<file path="src/rtl/sdram_mon_pkg.sv">
package sdram_mon_pkg;

    typedef enum logic [3:0] {
        CMD_NOP      = 4'd0,
        CMD_MRS      = 4'd1,
        CMD_AREF     = 4'd2,
        CMD_SREF_IN  = 4'd3,
        CMD_SREF_OUT = 4'd4,
        CMD_ACT      = 4'd5,
        CMD_RD       = 4'd6,
        CMD_RDA      = 4'd7,
        CMD_WR       = 4'd8,
        CMD_WRA      = 4'd9,
        CMD_BST      = 4'd10,
        CMD_PRE      = 4'd11,
        CMD_PALL     = 4'd12
    } cmd_e;

    typedef enum logic [2:0] {
        V_NONE     = 3'd0,
        V_MRS_GAP  = 3'd1,
        V_NOT_IDLE = 3'd2,
        V_AP_LOCK  = 3'd3,
        V_NO_ROW   = 3'd4,
        V_ROW_OPEN = 3'd5
    } viol_e;

    typedef enum logic [1:0] {
        G_RUN     = 2'd0,
        G_MRS_GAP = 2'd1,
        G_SELF    = 2'd2
    } glob_e;

    typedef enum logic [1:0] {
        B_IDLE    = 2'd0,
        B_OPEN    = 2'd1,
        B_AUTOPRE = 2'd2
    } bank_e;

endpackage

</file>
<file path="src/rtl/sdram_cmd_decode.sv">
module sdram_cmd_decode
    import sdram_mon_pkg::*;
(
    input  logic       cke_prev,
    input  logic       cke,
    input  logic       in_self,
    input  logic       cs_n,
    input  logic       ras_n,
    input  logic       cas_n,
    input  logic       we_n,
    input  logic       a10,
    input  logic [1:0] ba,
    output cmd_e       cmd,
    output logic [1:0] bank
);

    // BA1=1/BA0=0 is bank 1 and BA0=1/BA1=0 is bank 2
    assign bank = {ba[0], ba[1]};

    always_comb begin
        cmd = CMD_NOP;
        if (in_self) begin
            cmd = cke ? CMD_SREF_OUT : CMD_NOP;
        end else if (cke_prev && !cs_n) begin
            unique case ({ras_n, cas_n, we_n})
                3'b000:  cmd = CMD_MRS;
                3'b001:  cmd = cke ? CMD_AREF : CMD_SREF_IN;
                3'b011:  cmd = CMD_ACT;
                3'b101:  cmd = a10 ? CMD_RDA : CMD_RD;
                3'b100:  cmd = a10 ? CMD_WRA : CMD_WR;
                3'b110:  cmd = CMD_BST;
                3'b010:  cmd = a10 ? CMD_PALL : CMD_PRE;
                default: cmd = CMD_NOP;
            endcase
        end
    end

endmodule

</file>
<file path="src/rtl/sdram_bank_fsm.sv">
module sdram_bank_fsm
    import sdram_mon_pkg::*;
#(
    parameter int AP_CYCLES = 6
) (
    input  logic clk,
    input  logic rst_n,
    input  logic act_i,
    input  logic rw_i,
    input  logic ap_i,
    input  logic pre_i,
    output logic idle_o,
    output logic open_o,
    output logic ap_o
);

    localparam int CW = (AP_CYCLES > 2) ? $clog2(AP_CYCLES) : 1;
    localparam logic [CW-1:0] LOAD = CW'(AP_CYCLES - 2);

    bank_e         state_q, state_d;
    logic [CW-1:0] cnt_q, cnt_d;

    always_comb begin
        state_d = state_q;
        cnt_d   = cnt_q;
        unique case (state_q)
            B_IDLE: begin
                if (act_i) state_d = B_OPEN;
            end
            B_OPEN: begin
                if (rw_i && ap_i) begin
                    state_d = B_AUTOPRE;
                    cnt_d   = LOAD;
                end else if (pre_i) begin
                    state_d = B_IDLE;
                end
            end
            B_AUTOPRE: begin
                if (cnt_q == '0) state_d = B_IDLE;
                else             cnt_d   = cnt_q - 1'b1;
            end
            default: state_d = B_IDLE;
        endcase
    end

    always_ff @(posedge clk or negedge rst_n) begin
        if (!rst_n) begin
            state_q <= B_IDLE;
            cnt_q   <= '0;
        end else begin
            state_q <= state_d;
            cnt_q   <= cnt_d;
        end
    end

    always_comb begin
        idle_o = (state_q == B_IDLE);
        open_o = (state_q == B_OPEN);
        ap_o   = (state_q == B_AUTOPRE);
    end

    // the top only forwards an activate to an idle bank
    p_act_idle_r4: assert property (@(posedge clk) disable iff (!rst_n)
        act_i |-> idle_o);
    // the top never forwards a read or write to an idle bank
    p_rw_row_r5: assert property (@(posedge clk) disable iff (!rst_n)
        rw_i |-> !idle_o);
    // a draining bank only ever ends in idle
    p_ap_drain_r6: assert property (@(posedge clk) disable iff (!rst_n)
        ap_o |=> (ap_o || idle_o));
    // no read or write reaches a draining bank
    p_ap_lock_r7: assert property (@(posedge clk) disable iff (!rst_n)
        rw_i |-> !ap_o);

endmodule

</file>
<file path="src/rtl/sdram_cmd_monitor.sv">
module sdram_cmd_monitor
    import sdram_mon_pkg::*;
#(
    parameter int BURST_LEN = 4,
    parameter int T_RP      = 2
) (
    input  logic       clk,
    input  logic       rst_n,
    input  logic       cke,
    input  logic       cs_n,
    input  logic       ras_n,
    input  logic       cas_n,
    input  logic       we_n,
    input  logic       a10,
    input  logic [1:0] ba,
    output logic [3:0] cmd_o,
    output logic       viol_o,
    output logic [2:0] viol_code_o,
    output logic [3:0] bank_open_o,
    output logic [3:0] bank_ap_o,
    output logic       self_ref_o
);

    localparam int NUM_BANKS = 4;
    localparam int AP_CYCLES = BURST_LEN + T_RP;

    glob_e                gstate_q, gstate_d;
    logic                 cke_q;
    cmd_e                 dcmd;
    logic [1:0]           bidx;
    viol_e                code;
    logic                 ok;
    logic                 is_rw, is_ap;
    logic [NUM_BANKS-1:0] idle_v, open_v, ap_v;
    cmd_e                 cmd_q;
    viol_e                code_q;

    sdram_cmd_decode u_dec (
        .cke_prev (cke_q),
        .cke      (cke),
        .in_self  (gstate_q == G_SELF),
        .cs_n     (cs_n),
        .ras_n    (ras_n),
        .cas_n    (cas_n),
        .we_n     (we_n),
        .a10      (a10),
        .ba       (ba),
        .cmd      (dcmd),
        .bank     (bidx)
    );

    assign is_rw = (dcmd == CMD_RD) || (dcmd == CMD_RDA) ||
                   (dcmd == CMD_WR) || (dcmd == CMD_WRA);
    assign is_ap = (dcmd == CMD_RDA) || (dcmd == CMD_WRA);

    // rule check, gap rule first
    always_comb begin
        code = V_NONE;
        if (gstate_q == G_MRS_GAP && dcmd != CMD_NOP) begin
            code = V_MRS_GAP;
        end else begin
            unique case (dcmd)
                CMD_MRS, CMD_AREF, CMD_SREF_IN:
                    if (!(&idle_v)) code = V_NOT_IDLE;
                CMD_RD, CMD_RDA, CMD_WR, CMD_WRA:
                    if (ap_v[bidx])        code = V_AP_LOCK;
                    else if (idle_v[bidx]) code = V_NO_ROW;
                CMD_ACT:
                    if (!idle_v[bidx]) code = V_ROW_OPEN;
                default: code = V_NONE;
            endcase
        end
    end
    assign ok = (code == V_NONE);

    for (genvar g = 0; g < NUM_BANKS; g++) begin : g_bank
        logic sel;
        assign sel = (bidx == 2'(g));
        sdram_bank_fsm #(.AP_CYCLES(AP_CYCLES)) u_bank (
            .clk    (clk),
            .rst_n  (rst_n),
            .act_i  (ok && dcmd == CMD_ACT && sel),
            .rw_i   (ok && is_rw && sel),
            .ap_i   (is_ap),
            .pre_i  (ok && ((dcmd == CMD_PRE && sel) || dcmd == CMD_PALL)),
            .idle_o (idle_v[g]),
            .open_o (open_v[g]),
            .ap_o   (ap_v[g])
        );
    end

    // global state machine: next state
    always_comb begin
        gstate_d = gstate_q;
        unique case (gstate_q)
            G_RUN: begin
                if (ok && dcmd == CMD_MRS)          gstate_d = G_MRS_GAP;
                else if (ok && dcmd == CMD_SREF_IN) gstate_d = G_SELF;
            end
            G_MRS_GAP: gstate_d = G_RUN;
            G_SELF: begin
                if (dcmd == CMD_SREF_OUT) gstate_d = G_RUN;
            end
            default: gstate_d = G_RUN;
        endcase
    end

    always_ff @(posedge clk or negedge rst_n) begin
        if (!rst_n) begin
            gstate_q <= G_RUN;
            cke_q    <= 1'b1;
            cmd_q    <= CMD_NOP;
            code_q   <= V_NONE;
        end else begin
            gstate_q <= gstate_d;
            cke_q    <= cke;
            cmd_q    <= dcmd;
            code_q   <= code;
        end
    end

    // outputs
    always_comb begin
        cmd_o       = cmd_q;
        viol_code_o = code_q;
        viol_o      = (code_q != V_NONE);
        bank_open_o = open_v;
        bank_ap_o   = ap_v;
        self_ref_o  = (gstate_q == G_SELF);
    end

    // after an accepted mode set only a nop passes unflagged
    p_mrs_gap_r9: assert property (@(posedge clk) disable iff (!rst_n)
        (cmd_q == CMD_MRS && code_q == V_NONE) |=>
        (cmd_q == CMD_NOP || code_q == V_MRS_GAP));
    // self refresh is only ever held with every bank idle
    p_sref_idle_r10: assert property (@(posedge clk) disable iff (!rst_n)
        self_ref_o |-> (bank_open_o == '0 && bank_ap_o == '0));
    // an accepted precharge-all leaves no open row
    p_pall_r3: assert property (@(posedge clk) disable iff (!rst_n)
        (cmd_q == CMD_PALL && code_q == V_NONE) |-> (open_v == '0));

endmodule

</file>
<file path="config.mk">
export PLATFORM = sky130hd
export DESIGN_NAME = sdram_cmd_monitor
export DESIGN_NICKNAME = d
export VERILOG_FILES = /design/src/rtl/sdram_mon_pkg.sv /design/src/rtl/sdram_cmd_decode.sv /design/src/rtl/sdram_bank_fsm.sv /design/src/rtl/sdram_cmd_monitor.sv
export SDC_FILE = /design/constraint.sdc
export NUM_CORES = 1
export LEC_CHECK = 0
export BUFFER_PORTS_ARGS = -buffer_cell sky130_fd_sc_hd__buf_4
export CAP_MARGIN = 5
export CELL_PAD_IN_SITES_DETAIL_PLACEMENT = 1
export CELL_PAD_IN_SITES_GLOBAL_PLACEMENT = 1
export CORE_ASPECT_RATIO = 1.25
export CORE_MARGIN = 3
export CORE_UTILIZATION = 45
export DETAILED_ROUTE_END_ITERATION = 10
export GPL_ROUTABILITY_DRIVEN = 1
export GPL_TIMING_DRIVEN = 0
export PLACE_DENSITY_LB_ADDON = 0.05
export SLEW_MARGIN = 10
export SYNTH_ARGS = -nofsm -noshare
export SYNTH_HDL_FRONTEND = slang
export SYNTH_HIERARCHICAL = 1
export SYNTH_SLANG_ARGS = --single-unit
</file>
<file path="constraint.sdc">
create_clock -name clk -period 6.5 [get_ports clk]
set_input_delay 1.3 -clock clk [delete_from_list [all_inputs] [get_ports clk]]
set_output_delay 1.3 -clock clk [all_outputs]
set_load 0.01 [all_outputs]
</file>
# Yosys cells after proc, flatten, opt, wreduce, memory -nomap -nowiden
# Cells that the tools add are included.
# totals
output_inout_bits	17
ff_bits	30
inputBits	10
# op_classes
mux	54
n_addsub	4
n_eq_ne	52
reduce_logical	65
order_cmp	1
# op_table
operator	count
3-bit 2-to-1 mux	14
2-bit 2-to-1 mux	20
4-bit case mux with 7 select lines	1
1-bit logical AND	26
2-bit != test (second input constant)	12
2-bit case mux with 3 select lines	4
3-bit case mux with 2 select lines	4
3-bit AND reduction	8
3-bit zero test	6
4-bit by 3-bit equality test with 1-bit output (second input constant)	4
4-bit equality test (second input constant)	4
2-bit equality test (second input constant)	7
2-bit by 1-bit equality test with 1-bit output (second input constant)	6
2-bit zero test	6
3-bit by 2-bit != test with 1-bit output (second input constant)	4
3-bit by 1-bit subtractor with 3-bit output (second input constant)	4
2-bit by 1-bit != test with 1-bit output (second input constant)	5
3-bit equality test (second input constant)	3
3-bit case mux with 3 select lines	1
4-bit by 2-bit equality test with 1-bit output (second input constant)	2
1-bit logical OR	8
4-bit 2-to-1 mux	2
2-bit nonzero test	4
3-bit by 2-bit equality test with 1-bit output (second input constant)	2
other kinds (14)	19

# Logic depth before layout (Yosys ltp)
# depth
depth_word	14
mapped_depth	12
depth_no_buf	11

# Modules after synthesis
# The synthesis kept the hierarchy.
# modules_own_cells
module	instances	area_per_inst_um2	cells_per_inst
sdram_bank_fsm	4	292.8	27
sdram_cmd_monitor	1	683.2	78
sdram_cmd_decode	1	113.9	19

# Least setup slack after synthesis
# OpenSTA, ideal clock, no wires.
# synth_timing
path_kind	input port to flip-flop
start	in cs_n
end	reg g_bank[0].u_bank.cnt_q[1]
setup_slack_ps	2616
arrival_time_ps	3759
path_buffers	0
cell_stages	9
t_required_ps	6375
setup_time_ps	125
cell_sequence	or3b_4 nor3_1 o21ba_2 o21ai_1 o221ai_2 nor4_1 nand4b_1 o21ai_4 mux2_4
# synth_via
elab_chain_cells	14
# synth_lines
item	line	source
from (decl)	sdram_cmd_monitor.sv:10	input logic cs_n,
1-bit zero test (*)	sdram_cmd_decode.sv:24	end else if (cke_prev && !cs_n) begin
1-bit logical AND (*)	sdram_cmd_decode.sv:24	
4-bit 2-to-1 mux (*)	sdram_cmd_decode.sv:24	
4-bit 2-to-1 mux (*)	sdram_cmd_decode.sv:22	if (in_self) begin
net dcmd[3]	sdram_cmd_monitor.sv:29	cmd_e dcmd;
4-bit by 3-bit equality test with 1-bit output, or another cell as far along	sdram_cmd_monitor.sv:52, sdram_cmd_monitor.sv:62	
4-bit OR reduction / 3-bit OR reduction (equally long branches)	sdram_cmd_monitor.sv:62	unique case (dcmd)
3-bit case mux with 3 select lines	sdram_cmd_monitor.sv:62	
3-bit 2-to-1 mux	sdram_cmd_monitor.sv:59	if (gstate_q == G_MRS_GAP && dcmd != CMD_NOP) begin
3-bit zero test	sdram_cmd_monitor.sv:74	assign ok = (code == V_NONE);
1-bit logical AND (2 in a row)	sdram_cmd_monitor.sv:83	.rw_i (ok && is_rw && sel),
1-bit logical AND (*)	sdram_bank_fsm.sv:31	if (rw_i && ap_i) begin
2-bit != test (no line) (*)	-	
3-bit AND reduction (no line) (*)	-	
to (signal assigned)	sdram_bank_fsm.sv:52	cnt_q <= cnt_d;
to (decl)	sdram_bank_fsm.sv:21	logic [CW-1:0] cnt_q, cnt_d;
# The timed path passes the listed nets; every way through them passes the cells marked *.
# A chain may end at the register's enable or synchronous reset.

# Worst setup path after layout
# layout_timing
start	in cs_n
end	reg g_bank[0].u_bank.cnt_q[1]
# layout_lines
item	line	source
1-bit zero test (*)	sdram_cmd_decode.sv:24	
1-bit logical AND (*)	sdram_cmd_decode.sv:24	
4-bit 2-to-1 mux (*)	sdram_cmd_decode.sv:24	
4-bit 2-to-1 mux (*)	sdram_cmd_decode.sv:22	
net dcmd[3]	sdram_cmd_monitor.sv:29	
4-bit by 3-bit equality test with 1-bit output / 4-bit equality test (equally long branches)	sdram_cmd_monitor.sv:54	assign is_ap = (dcmd == CMD_RDA) || (dcmd == CMD_WRA);
1-bit logical OR (*)	sdram_cmd_monitor.sv:54	
net is_ap	sdram_cmd_monitor.sv:33	logic is_rw, is_ap;
1-bit logical AND (*)	sdram_bank_fsm.sv:31	
2-bit != test (no line) (*)	-	
3-bit AND reduction (no line) (*)	-	
# Marked as above.

==> results.toml <==
[sta]
hold_viol = 0
rsz0062_at_grt = "no"
skew_ns = 0.00149
worst_slew_pin_slew_ns = 0.914
final_max_slew_viol_count = 0
fmax_mhz = 234
fin_crit_sh_pct = 65.7
tns_ns = 0
relSlewSlack_pct = 38.6
setup_viol = 0
worst_slack_ns = 2.23
final.min_clock_period_ns = 4.27
hold_ws_ns = 0.515

[run_status]
status = "finished, final reports clean"

[critical_path]
crit_chain = "buf_4 -> or3b_4 -> nor3_1 -> nor3b_2 -> nor2_1 -> nor2b_1 -> nand4b_1 -> o21ai_4 -> mux2_4"
start_kind = "input port"
slowest_delay_ns = 0.75
worst_ep_arrival_time_ns = 4.44
critPathMaxFanout = 10
slowest_stage = "nor3_1"
end_kind = "register"
crit_type = "in -> reg"
path_buf_inv = 1
required_ns = 6.67
crit_family = "simple AND/OR/NAND/NOR gates"

[finish]
final_area_mm2 = 0.00229
nFillCells = 509
num_antenna_cells = 0
area_growth_pct = 16.6
drive_above_1_share_pct = 26.7
finalNonFillerCells = 292
layout_commonest_cell = "dfrtp_1"
utilization_pct = 55.1
fin_nets = 254
mostFrequentLayoutCells = "dfrtp_1, nor2_1, buf_4"

[hold_path]
hp-class = "reg -> reg"

[routing]
wire_per_inst_um = 15.2
ant_nets = 0
firstDrtPassIters = 4
drt_iter0_markers = 31
drc_errors = 0
vias = 1599
viasPerCell = 5.48
drt-total-wl_um = 4450

[grt]
antenna_found_initial = 0
grt_pass1_wl_um = 7670
grt_pass1_vias = 1671
grt-ovfl-total = 0
grt_max_degree = 31
grtUsageTotal_pct = 19.0

[place]
gp_congestion = 0.790
placed_area_mm2 = 0.00222
dp_hpwl_um = 3500
placedCellCount = 285
pre_cts_slack_ns = 1.95
port_buffers = 24

[synthesis]
synth_area_mm2 = 0.00197
yosysSeqAreaShare_pct = 38.2
synth_warnings = 6
ys_ff_latch = 30
synthFlopType = "dfrtp_1"
async_flop_share_pct = 100
syn_inst = 205
yosysUniqueCellTypes = 45
synth_edf_count = 0
avgSynthCellArea_um2 = 9.60
synth_nets = 223

[clock_network]
cts_max_path_buffers = 2
clk_latency_ns = 0.28
cts_resized = 0
cts_tree = "built"
clock-root-buffer = "clkbuf_8"
cts.clk_slew.worst_paths_ns = 0.06
clock-sinks = 30
hold_buffers = 0
htree_levels = 2
post_cts.repair.setup_buffers = 0
numCtsBuffers = 5

[floorplanning]
fp.coreArea_mm2 = 0.00416
start_util_pct = 47.3
io_pins = 27
die_w_um = 65.2
die_h_um = 79.9
fp-row-count = 26
die-area_mm2 = 0.00521

[power]
ir_drop_uv = 101
power_density_mw_per_mm2 = 180
totalPowerFinal_mw = 0.414
leakage_nw = 1.01

[flow_run]
cap_violations = 0
[cell families after synthesis]
logic type	count (synthesis)	share of synthesized area, %
xor gates and xnor gates	1	0.445
muxes	10	7.37
DFF	30	38.2
AOI/OAI and AO/OA	43	17.0
adders and majority gates	8	5.09
buffers and inverters	23	5.15
and+or+nand+nor	90	26.7
[layer usage]
layer | GRT usage [%] | part of all wire [%]
met1 | 20.6 | 40
met2 | 35.2 | 54
met3 | 5.21 | 3.9
met4 | 6.22 | 1.4
met5 | 0 | 0
[Yosys cell counts, types with 2 or more instances]
library cell | count | area [µm²]
a22o_2 | 4 | 40.0
nand4_1 | 2 | 12.5
o21ai_4 | 4 | 65.1
mux2i_1 | 4 | 40.0
clkbuf_1 | 3 | 11.3
a21oi_1 | 11 | 55.1
dfrtp_1 | 29 | 726
a31oi_1 | 6 | 37.5
mux4_2 | 2 | 45.0
ha_1 | 8 | 100
and2b_1 | 4 | 30.0
nand4b_1 | 4 | 35.0
nor3_1 | 10 | 50.1
nand2b_4 | 4 | 55.1
o21bai_1 | 4 | 30.0
and2b_2 | 4 | 35.0
buf_4 | 2 | 15.0
inv_1 | 16 | 60.1
nor2b_1 | 6 | 37.5
mux2_4 | 4 | 60.1
nand2_1 | 15 | 56.3
o211ai_1 | 2 | 15.0
nor4_1 | 2 | 12.5
o21ai_0 | 5 | 25.0
or3_1 | 2 | 12.5
nand3_1 | 2 | 10.0
nor2_1 | 27 | 101
nand2b_1 | 2 | 12.5
[state kept, by name, summed over array words and instances (netlist names)]
name,count
g_bank.u_bank/cnt_q,12
cmd_o,4
viol_code_o,3
gstate_q,2
cke_q,1
g_bank.u_bank/state_q,8
[layout make-up]
| type | instances | area, µm² | area share [%] |
|---|---|---|---|
| Inverter | 16 | 60.1 | 2.62 |
| Sequential cell | 30 | 752 | 32.8 |
| Buffer | 7 | 41.3 | 1.80 |
| Tap cell | 56 | 70.1 | 3.05 |
| Clock buffer | 7 | 76.3 | 3.33 |
| Multi-Input combinational cell | 152 | 1110 | 48.6 |
| Timing Repair Buffer | 24 | 180 | 7.85 |
[worst reg2reg max path, delay by kind of cell, from the launching register on]
family	cells	cell delay, ns
AND/OR/NAND/NOR	7	2.74
AO/OA/AOI/OAI	1	0.14
multiplexers	1	0.31
flip-flops	1	0.38
[report_power, final]
| group | switching [mW] | internal, mW | total, mW |
|---|---|---|---|
| clock | 0.0636 | 0.0734 | 0.137 |
| combinational | 0.0390 | 0.0372 | 0.0762 |
| sequential | 0.00673 | 0.194 | 0.201 |
| total | 0.109 | 0.305 | 0.414 |
[worst paths after layout]
kind,startpoint,end,slack (ns),cells after the start
max in group asynchronous,rst_n,cke_q$_DFF_PN1_,5.25,1
max reg2reg,gstate_q[1]$_DFFE_PN0P_,g_bank[0].u_bank/cnt_q[1]$_DFFE_PN0P_,2.80,9
min reg2reg,g_bank[0].u_bank/cnt_q[1]$_DFFE_PN0P_,g_bank[0].u_bank/cnt_q[1]$_DFFE_PN0P_,0.52,1
min,g_bank[0].u_bank/cnt_q[1]$_DFFE_PN0P_,g_bank[0].u_bank/cnt_q[1]$_DFFE_PN0P_,0.52,1
max,cs_n,g_bank[0].u_bank/cnt_q[1]$_DFFE_PN0P_,2.23,9
min in group asynchronous,rst_n,cmd_o[1]$_DFF_PN0_,0.94,1
(Power assumes the default switching activity.)
